File: src/rtl/ds_decim_pkg.sv
// Shared constants and types for the differential bitstream decimator.
// Assumes a 16-bit offset-binary output code.
package ds_decim_pkg;
    localparam int CODE_W = 16;
    typedef logic [CODE_W-1:0] code_t;
    localparam code_t CODE_MID = code_t'(1 << (CODE_W - 1));
    localparam code_t CODE_MAX = '1;
endpackage

File: src/rtl/conv_sequencer.sv
// Conversion sequencer: accepts a start pulse when idle, opens a sampling
// window of exactly 2**LOG2_LEN cycles, then raises a one-cycle finish flag.
// Assumes start is synchronous to clk.
module conv_sequencer #(
    parameter int LOG2_LEN = 10
) (
    input  logic clk,
    input  logic rst_n,
    input  logic start,
    output logic clear,
    output logic sample_en,
    output logic finish
);
    logic                busy;
    logic [LOG2_LEN-1:0] idx;

    // Accept a start only when neither sampling nor forming a result.
    assign clear     = start && !busy && !finish;
    assign sample_en = busy;

    // Advance the sample index and close the window on its last sample.
    always_ff @(posedge clk) begin
        if (!rst_n) begin
            busy   <= 1'b0;
            idx    <= '0;
            finish <= 1'b0;
        end else begin
            finish <= 1'b0;
            if (clear) begin
                busy <= 1'b1;
                idx  <= '0;
            end else if (busy) begin
                idx <= idx + 1'b1;
                if (&idx) begin
                    busy   <= 1'b0;
                    finish <= 1'b1;
                end
            end
        end
    end


    busy_finish_excl_chk: assert property (@(posedge clk) disable iff (!rst_n)
        !(busy && finish));


    finish_follows_window_chk: assert property (@(posedge clk) disable iff (!rst_n)
        finish |-> $past(busy));
endmodule

File: src/rtl/bit_tally.sv
// Ones counter for one modulator bitstream over a sampling window.
// Assumes clear and enable never coincide; the count never exceeds 2**LOG2_LEN.
module bit_tally #(
    parameter int LOG2_LEN = 10,
    localparam int CW = LOG2_LEN + 1
) (
    input  logic          clk,
    input  logic          rst_n,
    input  logic          clear,
    input  logic          enable,
    input  logic          bit_in,
    output logic [CW-1:0] count
);
    localparam logic [CW-1:0] FULL = CW'(1) << LOG2_LEN;

    // Dump on clear, otherwise add each sampled one inside the window.
    always_ff @(posedge clk) begin
        if (!rst_n) begin
            count <= '0;
        end else if (clear) begin
            count <= '0;
        end else if (enable && bit_in) begin
            count <= count + 1'b1;
        end
    end


    tally_bound_chk: assert property (@(posedge clk) disable iff (!rst_n)
        count <= FULL);
endmodule

File: src/rtl/code_former.sv
// Forms the output word: difference of two tallies, scaled by a left shift
// to 16 bits, plus mid-scale, minus the offset word, clamped at the rails.
// Assumes 1 <= LOG2_LEN <= 15 and OFS_W <= 16.
module code_former
    import ds_decim_pkg::*;
#(
    parameter int LOG2_LEN = 10,
    parameter int OFS_W    = 16,
    localparam int CW = LOG2_LEN + 1
) (
    input  logic             clk,
    input  logic             rst_n,
    input  logic             finish,
    input  logic [CW-1:0]    cnt_p,
    input  logic [CW-1:0]    cnt_n,
    input  logic [OFS_W-1:0] offset_corr,
    output code_t            result,
    output logic             done
);
    localparam int DW = CW + 1;
    localparam int WW = CODE_W + 4;
    localparam int SH = CODE_W - 1 - LOG2_LEN;
    localparam logic signed [WW-1:0] MID_W = WW'(CODE_MID);
    localparam logic signed [WW-1:0] MAX_W = WW'(CODE_MAX);

    logic signed [DW-1:0] diff;
    logic signed [WW-1:0] diff_w, ofs_w, shifted, total;
    code_t                clamped;

    // Signed count difference, widened, scaled, centred and offset.
    always_comb begin
        diff    = $signed({1'b0, cnt_p}) - $signed({1'b0, cnt_n});
        diff_w  = {{(WW-DW){diff[DW-1]}}, diff};
        ofs_w   = {{(WW-OFS_W){offset_corr[OFS_W-1]}}, offset_corr};
        shifted = diff_w <<< SH;
        total   = shifted + MID_W - ofs_w;
    end

    // Saturate the centred value into the unsigned code range.
    always_comb begin
        if (total < 0)
            clamped = '0;
        else if (total > MAX_W)
            clamped = CODE_MAX;
        else
            clamped = total[CODE_W-1:0];
    end

    // Capture the word and pulse done on the finish flag.
    always_ff @(posedge clk) begin
        if (!rst_n) begin
            result <= CODE_MID;
            done   <= 1'b0;
        end else begin
            done <= finish;
            if (finish)
                result <= clamped;
        end
    end


    done_single_chk: assert property (@(posedge clk) disable iff (!rst_n)
        done |=> !done);


    result_hold_chk: assert property (@(posedge clk) disable iff (!rst_n)
        !done |-> $stable(result));


    sign_bit_chk: assert property (@(posedge clk) disable iff (!rst_n)
        (done && (offset_corr == '0) && (cnt_p >= cnt_n)) |-> result[CODE_W-1]);
endmodule

File: src/rtl/diff_sinc1_decimator.sv
// Top of the differential sinc1 decimator: one sequencer, one tally per
// modulator bitstream, and the output former. Window length 2**LOG2_LEN
// sets the first filter notch at the conversion rate.
// Assumes 1 <= LOG2_LEN <= 15 and 1 <= OFS_W <= 16.
module diff_sinc1_decimator
    import ds_decim_pkg::*;
#(
    parameter int LOG2_LEN = 10,
    parameter int OFS_W    = 16
) (
    input  logic             clk,
    input  logic             rst_n,
    input  logic             start,
    input  logic             bit_p,
    input  logic             bit_n,
    input  logic [OFS_W-1:0] offset_corr,
    output logic [15:0]      result,
    output logic             done
);
    localparam int CW = LOG2_LEN + 1;

    logic          clear, sample_en, finish;
    logic [1:0]    streams;
    logic [CW-1:0] tally [2];

    assign streams = {bit_n, bit_p};

    conv_sequencer #(.LOG2_LEN(LOG2_LEN)) u_seq (
        .clk      (clk),
        .rst_n    (rst_n),
        .start    (start),
        .clear    (clear),
        .sample_en(sample_en),
        .finish   (finish)
    );

    for (genvar s = 0; s < 2; s++) begin : g_side
        bit_tally #(.LOG2_LEN(LOG2_LEN)) u_tally (
            .clk   (clk),
            .rst_n (rst_n),
            .clear (clear),
            .enable(sample_en),
            .bit_in(streams[s]),
            .count (tally[s])
        );
    end

    code_former #(.LOG2_LEN(LOG2_LEN), .OFS_W(OFS_W)) u_form (
        .clk        (clk),
        .rst_n      (rst_n),
        .finish     (finish),
        .cnt_p      (tally[0]),
        .cnt_n      (tally[1]),
        .offset_corr(offset_corr),
        .result     (result),
        .done       (done)
    );


    reset_idle_chk: assert property (@(posedge clk)
        !rst_n |=> (!done && result == CODE_MID));
endmodule

File: config.mk
export PLATFORM = sky130hd
export DESIGN_NAME = diff_sinc1_decimator
export DESIGN_NICKNAME = d
export VERILOG_FILES = /design/src/rtl/ds_decim_pkg.sv /design/src/rtl/conv_sequencer.sv /design/src/rtl/bit_tally.sv /design/src/rtl/code_former.sv /design/src/rtl/diff_sinc1_decimator.sv
export SDC_FILE = /design/constraint.sdc
export NUM_CORES = 1
export LEC_CHECK = 0
export BUFFER_PORTS_ARGS = -buffer_cell sky130_fd_sc_hd__buf_2
export CORE_ASPECT_RATIO = 0.5
export CORE_MARGIN = 4
export CORE_UTILIZATION = 54
export DETAILED_ROUTE_END_ITERATION = 10
export PLACE_DENSITY_LB_ADDON = 0.12
export REMOVE_ABC_BUFFERS = 1
export SYNTH_ARGS = -nofsm -noshare
export SYNTH_HDL_FRONTEND = slang
export SYNTH_SLANG_ARGS = --single-unit
File: constraint.sdc
create_clock -name clk -period 3.75 [get_ports clk]
set_clock_uncertainty 0.05 [all_clocks]
set_input_delay 0.75 -clock clk [delete_from_list [all_inputs] [get_ports clk]]
set_output_delay 0.75 -clock clk [all_outputs]
set_load 0.01 [all_outputs]
# Yosys cells after proc, flatten, opt, wreduce, memory -nomap -nowiden
# Index checks and enable logic that the tools add are counted.
# totals
regBits	51
input_bits	21
output_inout_bits	17
elab_cells	32
# classes
addsub	6
n_lt_le_gt_ge	2
muxes	6
bitwise_logic	2
n_reduce_logical	9
# ops
cell	n
$mux 16	2
$add 11x1->11 const B	2
$gt 20x17->1 const B	1
$lt 20x1->1 const B	1
$sub 18x16->19	1
$add 17x17->18 const B	1
$sub 11x11->12	1
$add 10x1->10 const B	1
$reduce_and 10->1	1
$logic_and 1x1->1	4
$mux 1	4
$reduce_or 3->1	1
$logic_not 1->1	2
$not 1->1	2
$reduce_or 2->1	1

# Depth between registers and ports, before layout
# logic_depth
ltp_word	6
mapped_depth	20
depth_no_buf	18

# Cells and area by module
# A second synthesis with hierarchy kept.
# hier_totals
hier_cells	456
hier_area_um2	3672.3
# modules_own_cells
module	instances	cells_per_inst	area_each_um2	seq_area_each_um2
code_former	1	281	2130.8	340.3
bit_tally	2	59	509.2	220.2
conv_sequencer	1	57	523.0	240.2

# Worst setup path after synthesis
# No wires, ideal clock.
# synth_timing
path_type	register to register
startpoint	register g_side[0].u_tally.count[0]
endpoint	register u_form.result[6]
setup_ps	120
t_arrival_ps	3893
required_ps	3580
setup_slack_ps	-313
path_stages_with_launch	21
path_buffers	2
synth_period_minus_slack_ps	4063
cell_sequence	dfxtp_1 inv_1 ha_1 fa_1 nor2b_1 o21ai_0 a21o_1 a31oi_1 nor4_1 a211oi_1 ha_1 inv_1 ha_1 clkbuf_1 a21oi_1 o311ai_0 o211ai_1 mux2i_1 o31a_1 buf_6 a211o_1
# synth_between
elab_chain_cells	6
elab_cells_between_ends	7
classes_between	add/sub (3); order compare (2); mux (2)
# synth_rtl
element	line	text
from (decl)	bit_tally.sv:12	output logic [CW-1:0] count
from (signal assigned)	bit_tally.sv:23	count <= count + 1'b1;
$sub 11x11->12 (*)	code_former.sv:32	diff = $signed({1'b0, cnt_p}) - $signed({1'b0, cnt_n});
$add 17x17->18 (*)	code_former.sv:36	total = shifted + MID_W - ofs_w;
$sub 18x16->19 (*)	code_former.sv:36	
$gt 20x17->1	code_former.sv:43	else if (total > MAX_W)
$mux 16	code_former.sv:43	
$mux 16 (*)	code_former.sv:41	if (total < 0)
to (signal assigned)	code_former.sv:57	result <= clamped;
to (decl)	code_former.sv:17	output code_t result,
# Every way passes the cells marked *; elsewhere a longest branch is shown, timed or not.
# A chain may end at the register's enable or synchronous reset.

# Final worst setup path
# layout_timing
startpoint	register g_side[0].u_tally.count[0]
endpoint	register u_form.result[3]
# Same word-level chain as after synthesis.

==> results.toml <==
[status]
status = "complete, but fails checks"
violations = "setup timing"

[logic_synthesis]
syn-instance-count = 438
yosys_warnings = 0
yosys.area.top_type = "dfxtp_1"
ys_seq_area_share_pct = 28.7
synth-async-reset-ratio_pct = 0
synth_area_leaders = "dfxtp_1 (29%), ha_1 (14%), xnor2_1 (4.7%)"
synth_edf_count = 0
syn_area_sq_mm = 0.00356
ys_ff_latch = 51
yosysTopAreaCellShare_pct = 28.7
syn_area_per_cell_sq_um = 8.14
synth-main-ff-cell = "dfxtp_1"
yosysUniqueCellTypes = 58

[grt]
grtUsageMet2_pct = 44.1
grt_pass1_vias = 3468
grtUsageMet3_pct = 5.42
busiest_layer = "met2"
grt_max_degree = 33
grt_antenna_before_repair = 0
grt_first_pass_wirelength_mm = 15.6
track_usage_pct = 24.2
met1_usage_pct = 28.5
grt_overflow_total = 0

[timing]
min_period_ps = 3920
max_slew_margin_pct = 17.2
fmax_mhz = 255
timing.final.crit_share_pct = 104
slew_violations = 0
hold_violations = 0
worstMarginPinSlew_ps = 1240
rsz0062_at_grt = "true"
setup_violations = 16
setup_ws_ps = -166
holdWs_ps = 430

[layout]
syn_to_final_growth_pct = 30.8
final_common_cell = "buf_4"
post-route-util_pct = 74.8
fill_cells = 456
layout_common_cells = "buf_4 (57), dfxtp_1 (48), nor2_1 (39), nand2_1 (38)"
antenna_cells = 0
nets = 590
drive_above_1_share_pct = 29.7

[routing]
routed_via_density = 5.70
drtAntennaViolNets = 0
drc_errors = 0
drt-total-wl_mm = 9.54
drt_iter0_drc = 232
avgRoutedWirePerCell_microns = 15.5
vias = 3514
first_pass_iters = 5

[setup_path]
slowest_delay_ps = 410
crit_type = "flip-flop to flip-flop"
worstPathRequired_ps = 3890
crit_path_max_fanout = 6
cp_data_arrival_time_ps = 4060
path_cells = "inv_2 -> ha_4 -> fa_2 -> nor2b_1 -> o21ai_1 -> a21o_1 -> a31oi_2 -> buf_4 -> a211oi_2 -> ha_1 -> inv_2 -> ha_4 -> a21oi_4 -> buf_4 -> o311ai_2 -> o211ai_1 -> mux2i_2 -> o31a_4 -> a221o_2"
critPathCaptureType = "flip-flop"
cp_slowest_cell = "o31a_4"
start_kind = "flip-flop"

[clocking]
cts_made_buffers = 5
cts_root_buf = "clkbuf_16"
htree_levels = 2
cts_tree = "yes"
clk_pin_slew_ps = 70
cts-hold-fix-buffers = 0
cts.sinks = 51
clk_latency_ps = 300
clockBufferDepth = 2

[placement]
io_buffer_count = 37
dp_hpwl_mm = 6.56
place.gp.congestion = 0.861

[floorplanning]
die_x_microns = 123
die_area_sq_mm = 0.00804
die_y_microns = 65.4
num_rows = 20
core_area_sq_mm = 0.00623
ios = 38
start_util_pct = 57.2

[power]
finalPower_mw = 1.37
leakagePower_nw = 2.05
peakVddDrop_uv = 215
p_per_area_mw_per_mm2 = 294

[job]
drv_cap = 0

[hold_path]
worstHoldPathType = "flip-flop to flip-flop"
-- critical path: cells and delay by family (launching register included) --
| family | cells | cell delay (ps) |
|---|---|---|
| DFF | 1 | 340 |
| buffers and inverters | 4 | 400 |
| AOI/OAI and AO/OA | 9 | 1670 |
| adders and majority gates | 4 | 1050 |
| and+or+nand+nor | 1 | 150 |
| muxes | 1 | 160 |
-- registers in the layout, indices dropped and copies added, names as in the netlist --
signal,cells
u_form.done,1
u_seq.finish,1
u_seq.sample_en,1
u_seq.idx,10
u_form.result,16
g_side.u_tally.count,22
-- what timing repair did --
item                                    4_1_cts  5_1_grt
endpoints found under the setup margin       16       16
resized for setup                            45       11
pin swaps                                    29       12
setup buffers                                10        1
gates cloned                                  1        0
-- final cells by class --
type	instances	area, sq um	area share (%)
Clock buffer	6	129	2.77
Clock inverter	2	16.3	0.349
Inverter	40	150	3.22
Multi-Input combinational cell	333	2580	55.4
Sequential cell	51	1020	22.0
Tap cell	88	110	2.36
Timing Repair Buffer	97	647	13.9
-- Yosys cell counts (all sizes together), types with 6 or more instances --
cell	instances
nor3	8
nand3	11
o21a	6
o211ai	6
nor2	39
o21ai	16
or3	9
a31oi	7
a21oi	31
a21o	7
inv	40
clkbuf	11
xnor2	19
a221o	10
xor2	18
nand2	39
and3	8
ha	40
dfxtp	51
nand4	9
-- path summary, 6_finish.rpt --
kind | start | endpoint | slack (ps) | cells past startpoint
max | g_side[0].u_tally.count[0] | u_form.result[3] | -170 | 19
min | u_form.result[6] | u_form.result[6] | 430 | 1
max reg2reg | g_side[0].u_tally.count[0] | u_form.result[3] | -170 | 19
min reg2reg | u_form.result[6] | u_form.result[6] | 430 | 1
-- stage by stage --
stage | instance area [sq um] | setup TNS (ps) | setup WS [ps] | std cells
after floorplan | 3490 | -2190 | -233 | 423
after global placement | 4160 | -4750 | -376 | 597
after detailed placement | 4160 | -6360 | -467 | 597
after CTS | 4600 | -316 | -59.6 | 616
after global routing | 4660 | -4080 | -286 | 617
final | 4660 | -1970 | -166 | 617
-- routing by layer --
| layer | vias to the layer above | share of wire [%] | routed length, microns |
|---|---|---|---|
| li1 | 1742 | - | - |
| met1 | 1633 | 44 | 4180 |
| met2 | 112 | 48 | 4600 |
| met3 | 27 | 5.4 | 515 |
| met4 | 0 | 2.6 | 248 |
| met5 | - | 0 | 0 |
-- cells by family (layout without fill, tap and decap cells) --
kind of cell | after synthesis | in the layout | synth area share [%]
compound gates | 110 | 111 | 21.7
xor+xnor | 37 | 37 | 9.09
fa+ha+maj | 41 | 41 | 14.6
buf+inv | 55 | 145 | 6.21
flops | 51 | 51 | 28.7
mux | 2 | 2 | 0.562
simple gates | 142 | 142 | 19.2
-- power breakdown --
group | internal [mW] | switching (mW)
Sequential | 0.544 | 0.00514
Combinational | 0.172 | 0.182
Clock | 0.251 | 0.215
Power figures use the tool's default switching activity.
